## config.mk

```make
export PLATFORM = sky130hd
export DESIGN_NAME = hsk_mport_stage
export DESIGN_NICKNAME = d
export VERILOG_FILES = /design/src/rtl/hsk_pkg.sv /design/src/rtl/hsk_in_select.sv /design/src/rtl/hsk_xform.sv /design/src/rtl/hsk_skid_core.sv /design/src/rtl/hsk_out_route.sv /design/src/rtl/hsk_mport_stage.sv
export SDC_FILE = /design/constraint.sdc
export NUM_CORES = 1
export LEC_CHECK = 0
export ABC_AREA = 1
export ABC_CLOCK_PERIOD_IN_PS = 3100
export BUFFER_PORTS_ARGS = -buffer_cell sky130_fd_sc_hd__clkbuf_2
export CAP_MARGIN = 10
export CORE_MARGIN = 1.5
export CORE_UTILIZATION = 46
export CTS_CLUSTER_DIAMETER = 100
export DETAILED_ROUTE_END_ITERATION = 10
export PLACE_DENSITY = 0.8
export SYNTH_ARGS = -nofsm -noshare
export SYNTH_HDL_FRONTEND = slang
export SYNTH_SLANG_ARGS = --single-unit
```

## constraint.sdc

```tcl
create_clock -name clk -period 3.1 [get_ports clk]
set_input_delay 0.465 -clock clk [delete_from_list [all_inputs] [get_ports clk]]
set_output_delay 0.465 -clock clk [all_outputs]
set_load 0.005 [all_outputs]
```

## src/rtl/hsk_pkg.sv

```systemverilog
package hsk_pkg;

  // Transform selection codes for the processing function.
  localparam int XF_ADD = 0;
  localparam int XF_SUB = 1;
  localparam int XF_XOR = 2;

  // Width of a port-select index for n ports (at least one bit).
  function automatic int sel_w(input int n);
    return (n > 1) ? $clog2(n) : 1;
  endfunction

endpackage

```

## src/rtl/hsk_in_select.sv

```systemverilog
module hsk_in_select #(
  parameter int NUM_IN = 1,
  parameter int IN_W   = 16,
  parameter int ISW    = 1
) (
  input  logic [NUM_IN-1:0]      up_valid,
  input  logic [NUM_IN*IN_W-1:0] up_data,
  input  logic [ISW-1:0]         in_sel,
  input  logic                   can_accept,
  output logic [NUM_IN-1:0]      up_ready,
  output logic                   sel_valid,
  output logic [IN_W-1:0]        sel_data
);

  generate
    if (NUM_IN == 1) begin : g_direct
      // Single upstream port: used directly, selector ignored.
      logic unused_sel;
      assign unused_sel = ^in_sel;
      assign up_ready   = can_accept;
      assign sel_valid  = up_valid[0];
      assign sel_data   = up_data;
    end else begin : g_mux
      logic [NUM_IN-1:0] hit;
      for (genvar p = 0; p < NUM_IN; p++) begin : g_port
        assign hit[p] = (in_sel == ISW'(p));
      end
      assign up_ready  = hit & {NUM_IN{can_accept}};
      assign sel_valid = |(hit & up_valid);
      always_comb begin
        sel_data = '0;
        for (int p = 0; p < NUM_IN; p++) begin
          if (hit[p]) sel_data = up_data[p*IN_W +: IN_W];
        end
      end
    end
  endgenerate

endmodule

```

## src/rtl/hsk_xform.sv

```systemverilog
module hsk_xform
  import hsk_pkg::*;
#(
  parameter int OP_W    = 8,
  parameter int OP_MODE = XF_ADD,
  localparam int IN_W   = 2 * OP_W,
  localparam int RES_W  = OP_W + 1
) (
  input  logic [IN_W-1:0]  item,
  output logic [RES_W-1:0] res
);

  logic [RES_W-1:0] a_x;
  logic [RES_W-1:0] b_x;

  assign a_x = {1'b0, item[IN_W-1:OP_W]};
  assign b_x = {1'b0, item[OP_W-1:0]};

  generate
    if (OP_MODE == XF_ADD) begin : g_add
      assign res = a_x + b_x;
    end else if (OP_MODE == XF_SUB) begin : g_sub
      assign res = a_x - b_x;
    end else if (OP_MODE == XF_XOR) begin : g_xor
      assign res = a_x ^ b_x;
    end else begin : g_bad_mode
      $error("hsk_xform: unknown OP_MODE");
      assign res = '0;
    end
  endgenerate

endmodule

```

## src/rtl/hsk_skid_core.sv

```systemverilog
module hsk_skid_core #(
  parameter int RES_W = 9
) (
  input  logic             clk,
  input  logic             rst,
  input  logic             in_valid,
  input  logic [RES_W-1:0] in_res,
  input  logic             dn_ready_sel,
  output logic             can_accept,
  output logic             accept,
  output logic             take,
  output logic             out_valid,
  output logic [RES_W-1:0] out_data,
  output logic             skid_full
);

  logic             ov_q;
  logic             sk_q;
  logic [RES_W-1:0] od_q;
  logic [RES_W-1:0] sd_q;
  logic             out_free;

  // Ready depends only on a flop, so no combinational path from downstream ready.
  assign can_accept = ~sk_q;
  assign accept     = in_valid & can_accept;
  assign take       = ov_q & dn_ready_sel;
  assign out_free   = ~ov_q | take;

  // Control flags: the only reset state.
  always_ff @(posedge clk) begin
    if (rst) begin
      ov_q <= 1'b0;
      sk_q <= 1'b0;
    end else if (out_free) begin
      ov_q <= sk_q | accept;
      sk_q <= 1'b0;
    end else if (accept) begin
      sk_q <= 1'b1;
    end
  end

  // Data registers: no reset, the buffered item always has priority.
  always_ff @(posedge clk) begin
    if (out_free) begin
      if (sk_q) begin
        od_q <= sd_q;
      end else if (accept) begin
        od_q <= in_res;
      end
    end
    if (!out_free && accept) begin
      sd_q <= in_res;
    end
  end

  assign out_valid = ov_q;
  assign out_data  = od_q;
  assign skid_full = sk_q;

endmodule

```

## src/rtl/hsk_out_route.sv

```systemverilog
module hsk_out_route #(
  parameter int NUM_OUT = 1,
  parameter int RES_W   = 9,
  parameter int OSW     = 1
) (
  input  logic                     out_valid,
  input  logic [RES_W-1:0]         out_data,
  input  logic [OSW-1:0]           out_sel,
  input  logic [NUM_OUT-1:0]       dn_ready,
  output logic [NUM_OUT-1:0]       dn_valid,
  output logic [NUM_OUT*RES_W-1:0] dn_data,
  output logic                     dn_ready_sel
);

  assign dn_data = {NUM_OUT{out_data}};

  generate
    if (NUM_OUT == 1) begin : g_direct
      // Single downstream port: used directly, selector ignored.
      logic unused_sel;
      assign unused_sel   = ^out_sel;
      assign dn_valid     = out_valid;
      assign dn_ready_sel = dn_ready[0];
    end else begin : g_route
      logic [NUM_OUT-1:0] hit;
      for (genvar k = 0; k < NUM_OUT; k++) begin : g_port
        assign hit[k] = (out_sel == OSW'(k));
      end
      assign dn_valid     = hit & {NUM_OUT{out_valid}};
      assign dn_ready_sel = |(hit & dn_ready);
    end
  endgenerate

endmodule

```

## src/rtl/hsk_mport_stage.sv

```systemverilog
module hsk_mport_stage
  import hsk_pkg::*;
#(
  parameter int NUM_IN  = 3,
  parameter int NUM_OUT = 1,
  parameter int OP_W    = 8,
  parameter int OP_MODE = XF_ADD,
  localparam int IN_W   = 2 * OP_W,
  localparam int RES_W  = OP_W + 1,
  localparam int ISW    = sel_w(NUM_IN),
  localparam int OSW    = sel_w(NUM_OUT)
) (
  input  logic                     clk,
  input  logic                     rst,
  input  logic [NUM_IN-1:0]        up_valid,
  input  logic [NUM_IN*IN_W-1:0]   up_data,
  output logic [NUM_IN-1:0]        up_ready,
  input  logic [ISW-1:0]           in_sel,
  output logic [NUM_OUT-1:0]       dn_valid,
  output logic [NUM_OUT*RES_W-1:0] dn_data,
  input  logic [NUM_OUT-1:0]       dn_ready,
  input  logic [OSW-1:0]           out_sel
);

  // only one side may be multi-port.
  generate
    if (NUM_IN < 1 || NUM_OUT < 1) begin : g_bad_count
      $error("hsk_mport_stage: port counts must be at least one");
    end
    if (NUM_IN > 1 && NUM_OUT > 1) begin : g_bad_combo
      $error("hsk_mport_stage: multiple inputs with multiple outputs is not supported");
    end
  endgenerate

  logic             sel_valid;
  logic [IN_W-1:0]  sel_data;
  logic [RES_W-1:0] xf_res;
  logic             can_accept;
  logic             core_accept;
  logic             core_take;
  logic             core_valid;
  logic [RES_W-1:0] core_data;
  logic             core_skid_full;
  logic             dn_ready_sel;

  hsk_in_select #(
    .NUM_IN (NUM_IN),
    .IN_W   (IN_W),
    .ISW    (ISW)
  ) in_sel_i (
    .up_valid   (up_valid),
    .up_data    (up_data),
    .in_sel     (in_sel),
    .can_accept (can_accept),
    .up_ready   (up_ready),
    .sel_valid  (sel_valid),
    .sel_data   (sel_data)
  );

  hsk_xform #(
    .OP_W    (OP_W),
    .OP_MODE (OP_MODE)
  ) xform_i (
    .item (sel_data),
    .res  (xf_res)
  );

  hsk_skid_core #(
    .RES_W (RES_W)
  ) core_i (
    .clk          (clk),
    .rst          (rst),
    .in_valid     (sel_valid),
    .in_res       (xf_res),
    .dn_ready_sel (dn_ready_sel),
    .can_accept   (can_accept),
    .accept       (core_accept),
    .take         (core_take),
    .out_valid    (core_valid),
    .out_data     (core_data),
    .skid_full    (core_skid_full)
  );

  hsk_out_route #(
    .NUM_OUT (NUM_OUT),
    .RES_W   (RES_W),
    .OSW     (OSW)
  ) route_i (
    .out_valid    (core_valid),
    .out_data     (core_data),
    .out_sel      (out_sel),
    .dn_ready     (dn_ready),
    .dn_valid     (dn_valid),
    .dn_data      (dn_data),
    .dn_ready_sel (dn_ready_sel)
  );

endmodule

```

# After elaboration in Yosys (flattened, before gate mapping)
# Cells that the tools add are included.
totals:
  output_inout_bits: 13
  ff_bits: 20
classes:
  n_addsub: 1
  muxes: 5
  n_eq_ne: 2
  bitwise: 8
  reduce_logical: 7
op_table:
  columns: ["op", "n"]
  rows:
  - ["two-way mux 16 bit", 3]
  - ["two-way mux 9 bit", 2]
  - ["adder 8 x 8 -> 9 bit", 1]
  - ["AND 3 bit", 2]
  - ["OR reduction 3 bit", 1]
  - ["AND 1 bit", 2]
  - ["equality test 2 x 1 -> 1 bit (second input constant)", 1]
  - ["equality test 2 bit (second input constant)", 1]
  - ["zero test 2 bit", 1]
  - ["NOT 1 bit", 2]
  - ["OR 1 bit", 2]
  - ["AND reduction 2 bit", 1]
  - ["nonzero test 2 bit", 1]
  - ["OR reduction 2 bit", 1]
  - ["logical AND 1 bit", 1]
  - ["zero test 1 bit", 1]

# Logic depth before layout (Yosys ltp)
depth:
  depth_word: 7
  depth_mapped: 15

# Hierarchy
# Synthesis repeated with hierarchy kept, for this count alone.
unflattened:
  hier_cells: 216
  hier_area_um2: 1664.1
by_module_without_submodules:
  columns: ["module", "seq_area_each_um2", "area_each_um2", "cells_per_inst", "n_inst"]
  rows:
  - ["hsk_skid_core", 580.6, 768.2, 64, 1]
  - ["hsk_in_select", 0.0, 474.2, 82, 1]
  - ["hsk_xform", 0.0, 339.1, 59, 1]
  - ["hsk_out_route", 0.0, 82.6, 11, 1]

# Worst setup path after synthesis
# Ideal clock, no wire load.
synth_path:
  path_type: "input-to-reg"
  start: "input port in_sel[0]"
  end: "register core_i.od_q[8], in the netlist core_i.out_data[8] (data pin)"
  setup_slack_ps: 740
  required_ps: 2846
  stages: 14
  arrival_time_ps: 2107
  path_cell_list: "nor2_2 inv_2 o22ai_1 nor2_1 ha_1 fa_1 nand2_1 nand2_1 nand3_1 nand2_1 nand2_1 nand2_1 nand2_1 nand2_1"
synth_between:
  elab_chain_len: 7
  elab_cells_between_ends: 9
  classes_between: "add/sub: 1; eq/ne: 2; mux: 5; reduce/logical: 1"
synth_lines:
  columns: ["item", "line_no", "text"]
  rows:
  - ["start, declared", "hsk_mport_stage.sv:18", "input logic [ISW-1:0] in_sel,"]
  - ["zero test 2 bit", "hsk_in_select.sv:26", "assign hit[p] = (in_sel == ISW'(p));"]
  - ["two-way mux 16 bit (2 in a row)", "hsk_in_select.sv:33", "if (hit[p]) sel_data = up_data[p*IN_W +: IN_W];"]
  - ["two-way mux 16 bit (*)", "hsk_in_select.sv:33", null]
  - ["adder 8 x 8 -> 9 bit (*)", "hsk_xform.sv:21", "assign res = a_x + b_x;"]
  - ["net core_i.in_res[8]", "hsk_skid_core.sv:7", "input logic [RES_W-1:0] in_res,"]
  - ["two-way mux 9 bit (*)", "hsk_skid_core.sv:47", "end else if (accept) begin"]
  - ["two-way mux 9 bit (*)", "hsk_skid_core.sv:45", "if (sk_q) begin"]
  - ["end signal, assigned", "hsk_skid_core.sv:46", "od_q <= sd_q;"]
  - ["end signal, assigned", "hsk_skid_core.sv:48", "od_q <= in_res;"]
  - ["end, declared", "hsk_skid_core.sv:19", "logic [RES_W-1:0] od_q;"]
# Mark *: on every way through the listed nets, which the timed path passes. The rest lies on a longest branch. The select of a mux whose other input is x is not followed.
# A chain may end at the register's enable or synchronous reset.

# Worst setup path in the final report
layout_path:
  start: "input port in_sel[1]"
  end: "register core_i.od_q[8], in the netlist core_i.out_data[8] (data pin)"
# The elaborated chain is that of the path after synthesis.

==> reports/results.tsv <==
metric	value	unit
path_cells	clkbuf_2, inv_2, nor2_4, inv_2, o22ai_1, nor2_1, ha_1, fa_1, nand2_1, nand2_1, nand3_1, nand2_1, nand2_1, nand2_1, nand2_1, nand2_1	
post-route-drc-count	0	
arrival	2520	ps
design_area	1820	um2
syn2layout_area_growth	29.0	%
dp_slack	319	ps
cp-end-kind	register	
critPathMostFrequentCell	nand2_1	
place_congestion	0.795	
vias_per_cell	4.93	
grtUsageMet2	35.8	%
irDropWorstVdd	0.000159	V
io_buffers	68	
rsz0062_at_grt	no	
ys_types	24	
pin_count	70	
drt_iter0_drc	19	
postCtsSetupBuffers	0	
synth_nets	252	
syn_area_per_cell	7.59	um2
worst_pin_slew	654	ps
use_met1	23.1	%
hold_viol	0	
cts_buffer_depth	2	
yosys.area_share.adder	8.50	%
worst_path_largest_cell_delay	410	ps
insertion_delay	290	ps
fin_crit_sh	79.2	%
drive_gt1_share	32.6	%
syn_inst	186	
clock-sinks	20	
fin_skew	9.13	ps
ant_nets	0	
first_pass_iters	4	
final_nets	325	
synth-simple-area-share	35.3	%
maxSlewViolCount	0	
outcome	finished clean	
wirelength	3.02	mm
cp_slowest_cell	fa_1	
grtUsageMet3	1.54	%
wl_per_cell	10.4	um
first_global_vias	1299	
finalSetupViolCount	0	
timing.final.ws_setup	644	ps
path_class	in -> reg	
num_vias	1424	
path_max_fanout	10	
cp.required	3160	ps
syn-cell-area	1410	um2
die_h	58.4	um
busiest_layer	met2	
die_area	3410	um2
start_kind	input port	
die_w	58.4	um
drv_cap	0	
antenna_cells	0	
post_cts_resized	0	
ys_seq_area_share	41.1	%
p_leak	0.958	nW
hold_class	in -> reg	
max_slew_margin	56.2	%
cts_hold_buf	0	
fin_crit	2460	ps
muxShareOfSynthArea	0	%
synth_xor_area_share	1.86	%
row_count	19	
synth_warnings	0	
power-per-cell-area	390	nW/um2
fin_setup_tns	0	ps
root_buffer	clkbuf_4	
antenna_found_initial	0	
tritoncts	done	
max_freq	407	MHz
synth_top_family_by_area	simple AND/OR/NAND/NOR gates	
synth_compound_area_share	8.41	%
start_util	49.9	%
grt_max_degree	15	
gr-total-overflow	0	
grt_pass1_wl	5.20	mm
dp_hpwl	2.64	mm
synth-seq-cells	20	
groute.usage.overall	19.7	%
core	2830	um2
place_area	1800	um2
cts_buffers	3	
htreeDepth	1	
fin_util	64.4	%
clk_pin_slew_worst_paths	100	ps
==> registers in the layout, summed over array words and instances, names as in the netlist <==
name              count
core_i.out_data       9
core_i.sd_q           9
core_i.out_valid      1
core_i.skid_full      1
==> path summary, 6_finish.rpt <==
| kind | start | end | slack [ps] | depth (start not counted) |
|---|---|---|---|---|
| min | rst | core_i.out_valid | 350 | 2 |
| max reg2reg | core_i.skid_full | core_i.out_data[4] | 1430 | 2 |
| min reg2reg | core_i.sd_q[4] | core_i.out_data[4] | 530 | 2 |
| max | in_sel[1] | core_i.out_data[8] | 640 | 16 |
==> where the power goes <==
part           leakage [nW]  total (mW)  internal, mW  switching, mW
sequential            0.183       0.341         0.335        0.00584
combinational         0.760       0.251         0.111          0.140
clock                0.0150       0.119        0.0500         0.0688
==> through the flow <==
stage	power (mW)	cells	hold WS [ps]
4_1_cts	0.716	289	344
2_1_floorplan	0.507	186	494
3_3_place_gp	0.591	285	498
5_1_grt	0.767	289	337
6_report	0.710	289	353
3_5_place_dp	0.598	285	505
==> critical path, delay by kind of cell <==
| family | cells | cell delay [ps] |
|---|---|---|
| AND/OR/NAND/NOR | 10 | 860 |
| adder cells (fa/ha/maj) | 2 | 640 |
| buffers and inverters | 3 | 420 |
| AO/OA/AOI/OAI | 1 | 130 |
==> final cells by class <==
type | instances | area [um2]
Sequential cell | 20 | 581
Fill cell | 255 | 1010
Multi-Input combinational cell | 148 | 764
Tap cell | 31 | 38.8
Clock buffer | 4 | 26.3
Inverter | 17 | 63.8
Timing Repair Buffer | 69 | 348
==> routing by layer <==
layer	wire, um	up-vias
li1	-	766
met1	1320	592
met2	1440	59
met3	185	7
met4	74	0
met5	0	-
==> layout by cell type, fill, tap and decap left out <==
cell type	count
nand2_1	73
clkbuf_2	68
nor2_2	2
o22ai_1	8
nand3_1	16
a21oi_1	12
nor3_1	1
nor2_4	2
nand3_2	1
and2_1	3
xor2_1	2
nand3b_1	1
inv_1	12
ha_1	8
or2_2	1
inv_2	4
xnor2_1	1
dfxtp_1	2
nor2_1	14
clkbuf_4	3
clkinv_1	1
nor3_2	1
clkbuf_1	1
fa_1	1
buf_4	1
a21oi_2	1
edfxtp_1	18
==> Yosys cell counts <==
cell / n / area [um2]
nand2_1: 73 / 274
edfxtp_1: 18 / 541
nand3_1: 16 / 80.1
nor2_1: 14 / 52.6
a21oi_1: 12 / 60.1
inv_1: 12 / 45.0
ha_1: 8 / 100
o22ai_1: 8 / 50.1
inv_2: 4 / 15.0
and2_1: 3 / 18.8
dfxtp_1: 2 / 40.0
nor2_2: 2 / 12.5
nor2_4: 2 / 22.5
xor2_1: 2 / 17.5
a21oi_2: 1 / 8.76
clkbuf_1: 1 / 3.75
clkinv_1: 1 / 3.75
fa_1: 1 / 20.0
nand3_2: 1 / 10.0
nand3b_1: 1 / 7.51
nor3_1: 1 / 5.00
nor3_2: 1 / 10.0
or2_2: 1 / 6.26
xnor2_1: 1 / 8.76
==> logic make-up after synthesis <==
| logic type | Yosys count |
|---|---|
| compound gates | 21 |
| simple gates | 115 |
| xor+xnor | 3 |
| buf+inv | 18 |
| fa+ha+maj | 9 |
| flops | 20 |
Power figures use the tool's default switching activity.
